[src/rtl/usart_clkgen_pkg.sv]
package usart_clkgen_pkg;
  typedef enum logic [1:0] {
    MODE_ASYNC  = 2'd0,
    MODE_DOUBLE = 2'd1,
    MODE_MASTER = 2'd2,
    MODE_SLAVE  = 2'd3
  } clk_mode_e;

  localparam int unsigned OS_W = 5;
endpackage

[src/rtl/usart_baud_counter.sv]
module usart_baud_counter #(
  parameter int unsigned DIV_W = 12
) (
  input  logic             clk_i,
  input  logic             rst_ni,
  input  logic [DIV_W-1:0] div_i,
  input  logic             load_i,
  output logic             tick_o
);
  logic [DIV_W-1:0] cnt_q;
  logic             run_q;

  always_ff @(posedge clk_i or negedge rst_ni) begin
    if (!rst_ni) begin
      cnt_q <= '0;
      run_q <= 1'b0;
    end else begin
      run_q <= 1'b1;
      if (load_i || cnt_q == '0) cnt_q <= div_i;
      else                       cnt_q <= cnt_q - 1'b1;
    end
  end

  assign tick_o = run_q && (cnt_q == '0);

  // with a nonzero divisor and no reload, ticks never come back to back
  a_r2_tick_gap: assert property (@(posedge clk_i) disable iff (!rst_ni)
    (tick_o && div_i != '0 && !load_i) |=> !tick_o);
endmodule

[src/rtl/usart_tx_divider.sv]
module usart_tx_divider #(
  parameter int unsigned PD_W = 4
) (
  input  logic            clk_i,
  input  logic            rst_ni,
  input  logic            tick_i,
  input  logic [PD_W-1:0] mask_i,
  output logic            tx_en_o
);
  logic [PD_W-1:0] pdiv_q;

  always_ff @(posedge clk_i or negedge rst_ni) begin
    if (!rst_ni)     pdiv_q <= '0;
    else if (tick_i) pdiv_q <= pdiv_q + 1'b1;
  end

  // ratio = mask + 1 (mask is 1, 7 or 15)
  assign tx_en_o = tick_i && ((pdiv_q & mask_i) == mask_i);

  // ratio is at least two, so transmitter enables never come back to back
  a_r4_tx_gap: assert property (@(posedge clk_i) disable iff (!rst_ni)
    (tx_en_o && mask_i != '0) |=> !tx_en_o);
endmodule

[src/rtl/usart_xck_edge.sv]
module usart_xck_edge (
  input  logic clk_i,
  input  logic rst_ni,
  input  logic xck_i,
  input  logic pol_i,
  output logic edge_o
);
  logic s1_q, s2_q, s3_q;

  always_ff @(posedge clk_i or negedge rst_ni) begin
    if (!rst_ni) begin
      s1_q <= 1'b0;
      s2_q <= 1'b0;
      s3_q <= 1'b0;
    end else begin
      s1_q <= xck_i;
      s2_q <= s1_q;
      s3_q <= s2_q;
    end
  end

  assign edge_o = pol_i ? (!s2_q && s3_q) : (s2_q && !s3_q);

  // one pulse per external edge
  a_r8_single_pulse: assert property (@(posedge clk_i) disable iff (!rst_ni)
    edge_o |=> !edge_o);
endmodule

[src/rtl/usart_clkgen.sv]
module usart_clkgen
  import usart_clkgen_pkg::*;
#(
  parameter int unsigned DIV_W = 12
) (
  input  logic             clk_i,
  input  logic             rst_ni,
  input  logic [DIV_W-1:0] div_i,
  input  logic             div_lo_wr_i,
  input  logic             sync_mode_i,
  input  logic             dbl_speed_i,
  input  logic             xck_dir_i,
  input  logic             xck_pol_i,
  input  logic             xck_i,
  output logic             txclk_en_o,
  output logic             rxclk_en_o,
  output logic             xck_o,
  output logic             xck_oe_o,
  output logic [OS_W-1:0]  os_count_o
);
  localparam int unsigned PD_W = 4;

  clk_mode_e       mode;
  logic            tick, tx_div, slave_edge, xck_q;
  logic [PD_W-1:0] pd_mask;

  always_comb begin
    if (!sync_mode_i) mode = dbl_speed_i ? MODE_DOUBLE : MODE_ASYNC;
    else              mode = xck_dir_i   ? MODE_MASTER : MODE_SLAVE;
  end

  always_comb begin
    unique case (mode)
      MODE_ASYNC:  begin pd_mask = 4'd15; os_count_o = 5'd16; end
      MODE_DOUBLE: begin pd_mask = 4'd7;  os_count_o = 5'd8;  end
      default:     begin pd_mask = 4'd1;  os_count_o = 5'd2;  end
    endcase
  end

  usart_baud_counter #(.DIV_W(DIV_W)) u_cnt (
    .clk_i(clk_i), .rst_ni(rst_ni), .div_i(div_i),
    .load_i(div_lo_wr_i), .tick_o(tick)
  );

  usart_tx_divider #(.PD_W(PD_W)) u_pdiv (
    .clk_i(clk_i), .rst_ni(rst_ni), .tick_i(tick),
    .mask_i(pd_mask), .tx_en_o(tx_div)
  );

  usart_xck_edge u_edge (
    .clk_i(clk_i), .rst_ni(rst_ni), .xck_i(xck_i),
    .pol_i(xck_pol_i), .edge_o(slave_edge)
  );

  always_ff @(posedge clk_i or negedge rst_ni) begin
    if (!rst_ni)   xck_q <= 1'b0;
    else if (tick) xck_q <= !xck_q;
  end

  assign rxclk_en_o = (mode == MODE_SLAVE) ? slave_edge : tick;
  assign txclk_en_o = (mode == MODE_SLAVE) ? slave_edge : tx_div;
  assign xck_oe_o   = (mode == MODE_MASTER);
  assign xck_o      = (mode == MODE_MASTER) && xck_q;

  // pin is neither driven nor toggled in asynchronous mode
  a_r7_async_pin_idle: assert property (@(posedge clk_i) disable iff (!rst_ni)
    !sync_mode_i |-> (!xck_oe_o && !xck_o));
  // in asynchronous modes every transmit enable coincides with a receive enable
  a_r4_tx_on_rx: assert property (@(posedge clk_i) disable iff (!rst_ni)
    (txclk_en_o && !sync_mode_i) |-> rxclk_en_o);
  // in slave mode both enables move together
  a_r8_slave_same: assert property (@(posedge clk_i) disable iff (!rst_ni)
    (sync_mode_i && !xck_dir_i) |-> (txclk_en_o == rxclk_en_o));
  // exactly one of the legal counts 16, 8 or 2
  a_r6_os_onehot: assert property (@(posedge clk_i) disable iff (!rst_ni)
    $countones(os_count_o) == 1);
endmodule

[config.mk]
export PLATFORM = sky130hd
export DESIGN_NAME = usart_clkgen
export DESIGN_NICKNAME = d
export VERILOG_FILES = /design/src/rtl/usart_clkgen_pkg.sv /design/src/rtl/usart_baud_counter.sv /design/src/rtl/usart_tx_divider.sv /design/src/rtl/usart_xck_edge.sv /design/src/rtl/usart_clkgen.sv
export SDC_FILE = /design/constraint.sdc
export NUM_CORES = 1
export LEC_CHECK = 0
export ABC_AREA = 1
export ABC_CLOCK_PERIOD_IN_PS = 1440
export BUFFER_PORTS_ARGS = -buffer_cell sky130_fd_sc_hd__buf_2
export CAP_MARGIN = 20
export CORE_MARGIN = 3
export CORE_UTILIZATION = 48
export DETAILED_ROUTE_END_ITERATION = 16
export HOLD_SLACK_MARGIN = 0.05
export PLACE_DENSITY_LB_ADDON = 0.12
export SYNTH_ARGS = -nofsm -noshare
export SYNTH_HDL_FRONTEND = slang
export SYNTH_SLANG_ARGS = --single-unit
export TNS_END_PERCENT = 10
[constraint.sdc]
create_clock -name clk_i -period 1.44 [get_ports clk_i]
set_clock_uncertainty 0.1 [all_clocks]
set_input_delay 0.288 -clock clk_i [delete_from_list [all_inputs] [get_ports clk_i]]
set_output_delay 0.288 -clock clk_i [all_outputs]
set_load 0.02 [all_outputs]
* After elaboration in Yosys (flattened, before gate mapping)
Cells that the tools add are included.
** Word-level totals
- Logic and storage cells :: 34
- Bits of input ports :: 20
- Register bits :: 21
** Cells by class
- Add/subtract/negate cells :: 2
- Eq/ne operators :: 4
- Reduce and logical (&&, ||, !) cells :: 11
- Bitwise operators :: 1
- Multiplexer cells :: 9
** Operators by type and width (number)
- zero test 12 bit :: 1
- two-way mux 12 bit :: 1
- subtractor 12 x 1 -> 12 bit (second input constant) :: 1
- one-hot mux 5 bit (2 select lines) :: 1
- one-hot mux 4 bit (2 select lines) :: 1
- logical AND 1 bit :: 5
- two-way mux 1 bit :: 5
- adder 4 x 1 -> 4 bit (second input constant) :: 1
- bitwise AND 4 bit :: 1
- equality test 2 bit (second input constant) :: 2
- equality test 4 bit :: 1
- zero test 1 bit :: 3
- equality test 2 x 1 -> 1 bit (second input constant) :: 1
- zero test 2 bit :: 1
- two-way mux 2 bit :: 1
- logical OR 1 bit :: 1

* Logic depth before layout (Yosys ltp)
Gate-level depths: netlist of the first run.
- Depth in word-level cells :: 8
- Depth in mapped cells :: 9
- Gate-level depth less buffers :: 9

* Hierarchy
From an unflattened synthesis of the first run, not the netlist that was laid out.
** Unflattened totals
- Cell total of the unflattened synthesis :: 178
- Area, all modules :: 1290.0 um2
** By module, submodules not included
- usart_baud_counter :: cells an instance 116, area each 828.3 um2, times used 1, seq. area each 325.3 um2
- usart_tx_divider :: cells an instance 30, area each 236.5 um2, times used 1, seq. area each 100.1 um2
- usart_clkgen :: cells an instance 23, area each 125.1 um2, times used 1, seq. area each 25.0 um2
- usart_xck_edge :: cells an instance 9, area each 100.1 um2, times used 1, seq. area each 75.1 um2

* Worst setup path before layout of the first run
No wires, ideal clock.
- Path type :: register -> output
- Start point :: reg u_cnt.cnt_q[0]
- End point :: out txclk_en_o
- Arrival :: 1.298 ns
- Stages on the path, launching flop included :: 7
- Path slack :: -0.246 ns
- Buffers on the path :: 0
- Path through :: dfrtp_1 inv_1 ha_1 nand2_1 nor2_4 nand4_1 o21ai_1
** Between the ends
- Longest elaborated chain between the ends :: 4
** RTL lines
- start: declaration :: RTL line usart_baud_counter.sv:10 : logic [DIV_W-1:0] cnt_q;
- start signal: assignment :: RTL line usart_baud_counter.sv:19 : if (load_i || cnt_q == '0) cnt_q <= div_i;
- start signal: assignment :: RTL line usart_baud_counter.sv:20 : else cnt_q <= cnt_q - 1'b1;
- zero test 12 bit :: RTL line usart_baud_counter.sv:24 : assign tick_o = run_q && (cnt_q == '0);
- logical AND 1 bit :: RTL line usart_baud_counter.sv:24
- logical AND 1 bit :: RTL line usart_tx_divider.sv:18 : assign tx_en_o = tick_i && ((pdiv_q & mask_i) == mask_i);
- two-way mux 1 bit :: RTL line usart_clkgen.sv:61 : assign txclk_en_o = (mode == MODE_SLAVE) ? slave_edge : tx_div;
- end: declaration :: RTL line usart_clkgen.sv:15 : output logic txclk_en_o,
Every way passes these cells.

* Worst setup path after layout of the first run
Ends and elaborated chain as after synthesis.

==> results.yml, run 1 <==
critical_path:
  required_ns: 1.05
  critical_path.startpoint_type: "register"
  cp_max_fo: 2
  cp-end-kind: "output port"
  arrival_ns: 1.52
  crit_type: "reg2out"
global_route:
  grt_overflow: 0
  grtUsageTotal_pct: 18.9
  antenna_found_initial: 0
  grt_pass1_vias: 1153
  grt_max_degree: 22
  grt_pass1_wl_microns: 4800
routing:
  drt_first_iter_violations: 26
  drcViolationCount: 0
  via_per_inst: 4.67
  ant_nets: 0
  wl_per_cell_microns: 11.1
  wl_microns: 2840
  first_pass_iters: 4
  route.vias.total: 1196
cells_and_area:
  n_fill_cell: 214
  utilization_pct: 71.5
  drive_above_1_share_pct: 35.4
  syn_to_final_growth_pct: 39.5
  stdcell_count: 256
  n_antenna_cell: 0
  nNetsFinal: 250
sta:
  timing.final.crit_share_pct: 133
  rsz0062_at_grt: "yes"
  final_max_slew_viol_count: 0
  setup_ws_ns: -0.472
  fmax_ghz: 0.523
  period_minus_slack_ns: 1.91
  hold_violations: 0
  setup-violations-final: 13
cts:
  htree_levels: 1
  cts_sinks: 21
  root_buffer: "clkbuf_4"
  ctsLongestPathBuffers: 2
  insertion_delay_ns: 0.31
  cts_inserted_buffers: 3
  cts_setup_buffers: 0
  cts_tree: "yes"
  clk_pin_slew_ns: 0.11
synth:
  yosysWarnings: 0
  ys_seq_area_share_pct: 41.0
  syn_inst: 165
  avgSynthCellArea_sq_um: 7.77
  synth_seq_cells: 21
  mappedNetlistArea_sq_um: 1280
  synth.distinct_cells: 25
power:
  irDropWorstVdd_uv: 580
  power.density_nw_per_um2: 832
  p_leak_uw: 0.000939
outcome:
  status: "finished, violations left"
  violations: "negative setup slack"
die:
  num_rows: 18
  fp.dieW_microns: 57.7
  die_h_microns: 57.7
  core_sq_um: 2500
  start_util_pct: 51.3
  die_area_sq_um: 3330
  ios: 29
worst_hold_path:
  hold_path.class: "in2reg"
run:
  max_cap_violations: 0
place:
  dp_hpwl_microns: 2180
  port_buffers: 26
  placed_cells: 246
  place.gp.congestion: 0.819
state kept, by name (all words and copies together) (netlist names):
name           flops
u_pdiv.pdiv_q      4
u_edge.s2_q        1
u_cnt.run_q        1
xck_q              1
u_cnt.cnt_q       12
u_edge.s1_q        1
u_edge.s3_q        1
placed cells by master (no fill, tap or decap):
| cell type | instances |
|---|---|
| nand2_1 | 52 |
| buf_4 | 26 |
| buf_2 | 24 |
| dfrtp_1 | 21 |
| inv_1 | 20 |
| nor2_1 | 11 |
| nand3_1 | 9 |
| o21ai_1 | 7 |
| dlygate4sd3_1 | 6 |
| nor2_4 | 5 |
| nor2_2 | 5 |
| xor2_1 | 5 |
| nand2_2 | 3 |
| xnor2_1 | 3 |
| conb_1 | 3 |
| clkbuf_4 | 3 |
| buf_6 | 3 |
| nand3_4 | 2 |
| inv_2 | 2 |
| a21oi_1 | 2 |
| nand3_2 | 1 |
| o21bai_4 | 1 |
| o21ai_0 | 1 |
| nand4_1 | 1 |
| nor3_1 | 1 |
| and3_1 | 1 |
| o21bai_1 | 1 |
| o21ai_2 | 1 |
| xnor2_2 | 1 |
| ha_4 | 1 |
| ha_2 | 1 |
| ha_1 | 1 |
| clkbuf_1 | 1 |
| buf_12 | 1 |
power breakdown:
| part | leakage, uW | total, uW | switching (uW) | internal (uW) |
|---|---|---|---|---|
| Sequential | 0.000261 | 681 | 38.7 | 642 |
| Combinational | 0.000663 | 513 | 259 | 253 |
| Clock | 0.0000150 | 294 | 186 | 108 |
critical path, stage by stage (launching register included):
cell and delay, ns:
dfrtp_1 0.40, inv_2 0.08, ha_4 0.14, nand2_2 0.06, nor2_4 0.11, nand4_1 0.14, o21ai_2 0.15, buf_6 0.13
final timing paths:
| check | cells past startpoint | slack (ns) | startpoint | to |
|---|---|---|---|---|
| setup / recovery | 7 | -0.47 | u_cnt.cnt_q[0] | txclk_en_o |
| hold / removal | 3 | 0.06 | div_i[4] | u_cnt.cnt_q[4] |
| setup reg to reg | 10 | -0.04 | u_cnt.cnt_q[0] | u_cnt.cnt_q[3] |
| hold reg to reg | 0 | 0.26 | u_edge.s1_q | u_edge.s2_q |
| max in group asynchronous | 2 | 0.56 | rst_ni | u_cnt.cnt_q[5] |
| min in group asynchronous | 2 | 0.35 | rst_ni | xck_q |
through the flow:
stage                     total power [uW]  setup TNS (ns)  setup WS [ns]  cell area, sq um  hold slack, ns
after floorplan                        949          -0.163         -0.124              1310          -0.108
after global placement                1160          -0.591         -0.163              1670           0.167
after detailed placement              1180           -1.26         -0.188              1670           0.180
after CTS                             1510           -1.39         -0.481              1770          0.0511
after global routing                  1590           -2.63         -0.585              1790          0.0634
final                                 1490           -1.23         -0.472              1790          0.0650
layout make-up:
| type | count | area, sq um | share of cell area (%) |
|---|---|---|---|
| multi-input cells | 119 | 686 | 38.4 |
| flip-flops and latches | 21 | 526 | 29.4 |
| repair buffers | 60 | 429 | 24.0 |
| inverters | 22 | 82.6 | 4.62 |
| well taps | 30 | 37.5 | 2.10 |
| clock buffers | 4 | 26.3 | 1.47 |
cells by family (layout without fill, tap and decap cells):
family,Yosys count,count (layout),synth area share [%]
flops,21,21,41.0
buf+inv,26,86,8.79
simple gates,91,91,33.6
other cells,2,3,0.586
compound gates,13,13,6.35
xor+xnor,9,9,6.74
fa+ha+maj,3,3,2.93
metal layers:
layer,GRT usage [%],routed length (microns)
met5,0,0
met3,2.67,132
met4,11.6,97
met1,21.6,1150
met2,33.1,1460
cells in the mapped netlist:
cell,instances,share of area [%]
ha_1,3,2.9
and3_1,1,0.49
o21ai_0,5,2.0
nor2_1,14,4.1
nor3_1,1,0.39
xnor2_1,3,2.1
conb_1,2,0.59
nand2_1,55,16
xnor2_2,1,1.3
inv_1,22,6.4
o21bai_4,1,1.5
o21ai_1,4,1.6
xor2_1,5,3.4
nand4_1,1,0.49
o21bai_1,1,0.59
nand3_1,9,3.5
dfrtp_1,21,41
buf_6,1,0.88
nor2_4,4,3.5
a21oi_1,2,0.78
clkbuf_1,1,0.29
nand3_2,1,0.78
nor2_2,3,1.5
buf_4,2,1.2
nand3_4,2,2.7
timing repair:
| item | CTS | global route |
|---|---|---|
| gates resized for setup | 10 | 6 |
| pin swaps | 1 | 1 |
| endpoints found under the setup margin | 14 | 14 |
| hold buffers | 6 | 0 |
| hold endpoints to repair | 26 | 0 |
(Power assumes the default switching activity.)
==> inputs of run 2 (changes only) <==
- CELL_PAD_IN_SITES_DETAIL_PLACEMENT: not set -> 1
- CELL_PAD_IN_SITES_GLOBAL_PLACEMENT: not set -> 1
- CORE_ASPECT_RATIO: not set -> 0.7
- CORE_UTILIZATION: 48 -> 34
- PLACE_DENSITY: not set -> 0.79
- PLACE_DENSITY_LB_ADDON: 0.12 -> not set
==> results.yml, run 2 (same netlist as run 1, synthesis figures left out) <==
routing:
  wl_per_cell_microns: 15.2
  route.vias.total: 1296
  first_pass_iters: 4
  ant_nets: 0
  via_per_inst: 4.76
  drt_first_iter_violations: 79
  wl_microns: 4130
  drcViolationCount: 0
sta:
  final_max_slew_viol_count: 0
  fin_setup_tns_ns: -2.23
  setup_ws_ns: -0.462
  timing.final.crit_share_pct: 132
  hold_violations: 0
  fin_hold_ws_ns: 0.110
  fmax_ghz: 0.526
  setup-violations-final: 14
  rsz0062_at_grt: "yes"
  period_minus_slack_ns: 1.90
outcome:
  status: "finished, violations left"
  violations: "negative setup slack"
cts:
  cts_inserted_buffers: 3
  htree_levels: 1
  clk_pin_slew_ns: 0.09
  cts_sinks: 21
  cts_tree: "yes"
  insertion_delay_ns: 0.28
  root_buffer: "clkbuf_8"
  ctsLongestPathBuffers: 2
critical_path:
  cp_top_family: "flip-flops"
  r2r_start: "u_cnt.cnt_q[0]"
  cpMaxStageDelayCell: "dfrtp_1"
  cp-end-kind: "output port"
  crit_type: "reg2out"
  arrival_ns: 1.51
  critical_path.startpoint_type: "register"
  path_cells: "inv_2 -> ha_4 -> nand2_2 -> nor2_4 -> nand4_1 -> o21ai_2 -> buf_6"
  required_ns: 1.05
  cp_max_fo: 2
  crit_path_max_incr_delay_ns: 0.41
  critical_path_buf_inv_count: 2
  crit_start: "u_cnt.cnt_q[0]"
run:
  max_cap_violations: 0
global_route:
  grt_pass1_wl_microns: 7120
  grt_pass1_vias: 1459
  antenna_found_initial: 0
  grt_max_degree: 22
  grt_overflow: 0
  grtUsageTotal_pct: 20.4
place:
  placed_area_sq_um: 1690
  pre_cts_ws_ns: -0.205
  place.gp.congestion: 0.790
  port_buffers: 26
  dp_hpwl_microns: 2980
cells_and_area:
  nNetsFinal: 249
  syn_to_final_growth_pct: 43.8
  design_area_sq_um: 1840
  final_cell_mix: "48 x nand2_1, 29 x buf_4, 24 x buf_2"
  largest_reg_flops: 12
  reg_top3: "u_cnt.cnt_q (12), u_pdiv.pdiv_q (4)"
  layout_commonest_cell: "nand2_1"
  n_antenna_cell: 0
  drive_above_1_share_pct: 40.0
  top_register: "u_cnt.cnt_q"
  utilization_pct: 54.5
power:
  p_leak_uw: 0.000953
  irDropWorstVdd_uv: 428
  power.density_nw_per_um2: 918
worst_hold_path:
  min_from: "div_i[10]"
  hold_path.class: "in2reg"
die:
  core_sq_um: 3380
  die_area_sq_um: 4550
  num_rows: 17
  ios: 29
  fp.dieW_microns: 79.4
  die_h_microns: 57.4
  start_util_pct: 37.9
[run 2: cell types whose count changed in the layout (fill, tap and decap cells not counted), moves of 2 or more]
cell / previous run / this run
clkbuf_8: 0 / 3
dlygate4sd3_1: 6 / 2
nand2_2: 3 / 7
clkbuf_4: 3 / 0
nand2_1: 52 / 48
buf_4: 26 / 29
o21ai_2: 1 / 3
o21ai_1: 7 / 4
[run 2: final timing paths]
path	to	slack [ns]	cells past startpoint
max	txclk_en_o	-0.46	7
min	u_cnt.cnt_q[10]	0.11	3
max reg2reg	u_cnt.cnt_q[10]	-0.21	11
min reg2reg	u_edge.s2_q	0.26	0
max in group asynchronous	u_pdiv.pdiv_q[2]	0.50	2
min in group asynchronous	u_cnt.cnt_q[4]	0.41	2
[run 2: timing repair]
action,CTS,global route
buffers inserted,3,0
hold buffers,2,0
setup endpoints to repair,15,19
hold endpoints to repair,22,0
gates resized for setup,18,5
pin swaps,3,2
[run 2: power by group]
group | internal, uW | total (uW) | switching (uW)
Combinational | 267 | 582 | 315
Clock | 194 | 423 | 229
Sequential | 642 | 686 | 43.9
[run 2: final cells by class]
type	count	area [sq um]
clock buffer	3	41.3
clock inverter	1	5.00
fill	431	1540
inverter	22	82.6
multi-input combinational	119	718
sequential	21	526
tap	47	58.8
timing repair buffer	59	412
[run 2: worst reg2reg max path, cell delays in order, from the launching register on]
cell and delay (ns):
dfrtp_1 0.41, inv_2 0.09, buf_4 0.11, buf_4 0.13, ha_4 0.16, nand2_1 0.06, nor2_1 0.12, nand3_1 0.11
nand2_1 0.09, nand2_1 0.07, nand2_1 0.06, nand2_1 0.04
[run 2: metal layers]
layer | GRT usage, % | vias to the layer above | wire length [microns]
met5 | 0 | - | 0
met4 | 7.60 | 0 | 69
met3 | 3.47 | 7 | 169
met2 | 35.1 | 39 | 2030
met1 | 25.6 | 632 | 1850
li1 | - | 618 | -
[run 2: through the flow]
| stage | std cells | total power [uW] |
|---|---|---|
| detailed placement | 263 | 1200 |
| global route | 272 | 1780 |
| finish | 272 | 1690 |
| CTS | 272 | 1660 |
| floorplan | 166 | 949 |
| global placement | 263 | 1170 |
==> inputs of run 3 (changes only) <==
- TNS_END_PERCENT: 10 -> not set
==> results.yml, run 3 (same netlist as run 1, synthesis figures left out) <==
outcome:
  status: "finished, violations left"
  violations: "negative setup slack"
global_route:
  grt_pass1_wl_microns: 7100
  grtUsageTotal_pct: 20.4
  grt_max_degree: 22
  grt_pass1_vias: 1483
  antenna_found_initial: 0
  grt_overflow: 0
power:
  clkPwrFrac_pct: 22.4
  irDropWorstVdd_uv: 524
  pwr-share-seq_pct: 38.8
  p_comb_share_pct: 38.7
  totalPowerFinal_uw: 1780
  p_leak_uw: 0.000996
  internal-power_uw: 1140
  switching_share_pct: 35.9
  switchingPower_uw: 639
  power.density_nw_per_um2: 905
place:
  pre_cts_ws_ns: -0.204
  port_buffers: 26
  placed_cells: 263
  place.gp.congestion: 0.790
  placed_area_sq_um: 1690
  dp_hpwl_microns: 3090
routing:
  wl_microns: 5000
  first_pass_iters: 4
  via_per_inst: 4.96
  drt_first_iter_violations: 78
  drcViolationCount: 0
  ant_nets: 0
  route.vias.total: 1355
  wl_per_cell_microns: 18.3
sta:
  rsz0062_at_grt: "yes"
  final_max_slew_viol_count: 0
  period_minus_slack_ns: 1.88
  fin_setup_tns_ns: -3.73
  slew_headroom_pct: 66.2
  fmax_ghz: 0.531
  hold_violations: 0
  tightest_slew_ns: 0.507
  setup_ws_ns: -0.443
  timing.final.crit_share_pct: 131
  setup-violations-final: 19
cts:
  cts_inserted_buffers: 3
  root_buffer: "clkbuf_8"
  htree_levels: 1
  ctsLongestPathBuffers: 2
  cts_tree: "yes"
  insertion_delay_ns: 0.26
  cts_sinks: 21
  clk_pin_slew_ns: 0.08
die:
  fp.dieW_microns: 79.4
  num_rows: 17
  core_sq_um: 3380
  die_area_sq_um: 4550
  die_h_microns: 57.4
  start_util_pct: 37.9
  ios: 29
cells_and_area:
  stdcell_count: 273
  n_antenna_cell: 0
  reg_top3: "u_cnt.cnt_q (12), u_pdiv.pdiv_q (4)"
  layout_commonest_cell: "nand2_1"
  syn_to_final_growth_pct: 53.3
  final_cell_mix: "36 x nand2_1, 28 x buf_4, 24 x buf_2"
  largest_reg_flops: 12
  design_area_sq_um: 1960
  nNetsFinal: 250
  top_register: "u_cnt.cnt_q"
  drive_above_1_share_pct: 48.7
worst_hold_path:
  min_from: "div_i[7]"
  hold_path.class: "in2reg"
  whs_path_depth: 3
  hold_end: "u_cnt.cnt_q[7]"
critical_path:
  cp-end-kind: "output port"
  critical_path.startpoint_type: "register"
  r2r-end: "u_cnt.cnt_q[10]"
  arrival_ns: 1.49
  cp_max_fo: 2
  rrSetupSlack_ns: -0.22
  crit_type: "reg2out"
  reg2regPathDepth: 10
  r2r_start: "u_cnt.cnt_q[0]"
  required_ns: 1.05
run:
  max_cap_violations: 0
[run 3: cell count changes in the layout (fill, tap and decap cells not counted), sizes merged]
| cell | before | now |
|---|---|---|
| buf | 57 | 58 |
| clkbuf | 3 | 4 |
| clkinv | 1 | 0 |
[run 3: layout make-up]
type | count | area [sq um]
Fill cell | 405 | 1420
Multi-Input combinational cell | 119 | 826
Sequential cell | 21 | 526
Timing Repair Buffer | 60 | 427
Inverter | 22 | 82.6
Tap cell | 47 | 58.8
Clock buffer | 4 | 45.0
[run 3: worst max path at each step]
| stage | depth (start not counted) | end | startpoint |
|---|---|---|---|
| finish | 7 | txclk_en_o | u_cnt.cnt_q[0] |
| global route | 7 | txclk_en_o | u_cnt.cnt_q[0] |
| CTS | 7 | txclk_en_o | u_cnt.cnt_q[0] |
| detailed placement | 10 | u_cnt.cnt_q[4] | u_cnt.cnt_q[0] |
| global placement | 6 | txclk_en_o | u_cnt.cnt_q[5] |
| floorplan | 5 | txclk_en_o | u_cnt.cnt_q[5] |
[run 3: power by group through the flow]
| stage | combinational [uW] | sequential (uW) | clock [uW] |
|---|---|---|---|
| after floorplan | 249 | 701 | 0 |
| after global placement | 477 | 691 | 0 |
| after detailed placement | 512 | 696 | 0 |
| after CTS | 606 | 685 | 410 |
| after global routing | 742 | 695 | 434 |
| final | 689 | 690 | 399 |
[run 3: routing by layer]
layer | part of all wire (%) | global-route usage (%) | wire length, microns | vias up
li1 | - | - | - | 617
met1 | 41 | 23.8 | 2070 | 675
met2 | 51 | 36.8 | 2530 | 46
met3 | 4.4 | 3.79 | 219 | 17
met4 | 3.5 | 8.33 | 176 | 0
met5 | 0 | 0 | 0 | -
[run 3: stage by stage]
| step | util (%) | hold WS, ns |
|---|---|---|
| 2_1_floorplan | - | -0.108 |
| 3_3_place_gp | 49.9 | 0.179 |
| 3_5_place_dp | 49.9 | 0.187 |
| 4_1_cts | 55.8 | 0.121 |
| 5_1_grt | 58.1 | 0.119 |
| 6_report | 58.1 | 0.123 |
[run 3: timing repair]
item,4_1_cts,5_1_grt
endpoints found under the hold margin,22,0
resized for setup,33,19
hold buffers,2,0
setup buffers,5,2
pin swaps,9,9
setup endpoints to repair,15,19
[run 3: worst max-delay path: stages (launching register included)]
cell and delay [ns]:
dfrtp_1 0.41, inv_2 0.10, ha_4 0.16, nand2_4 0.06, nor2_4 0.10, nand4_1 0.12
o21ai_2 0.16, buf_6 0.14
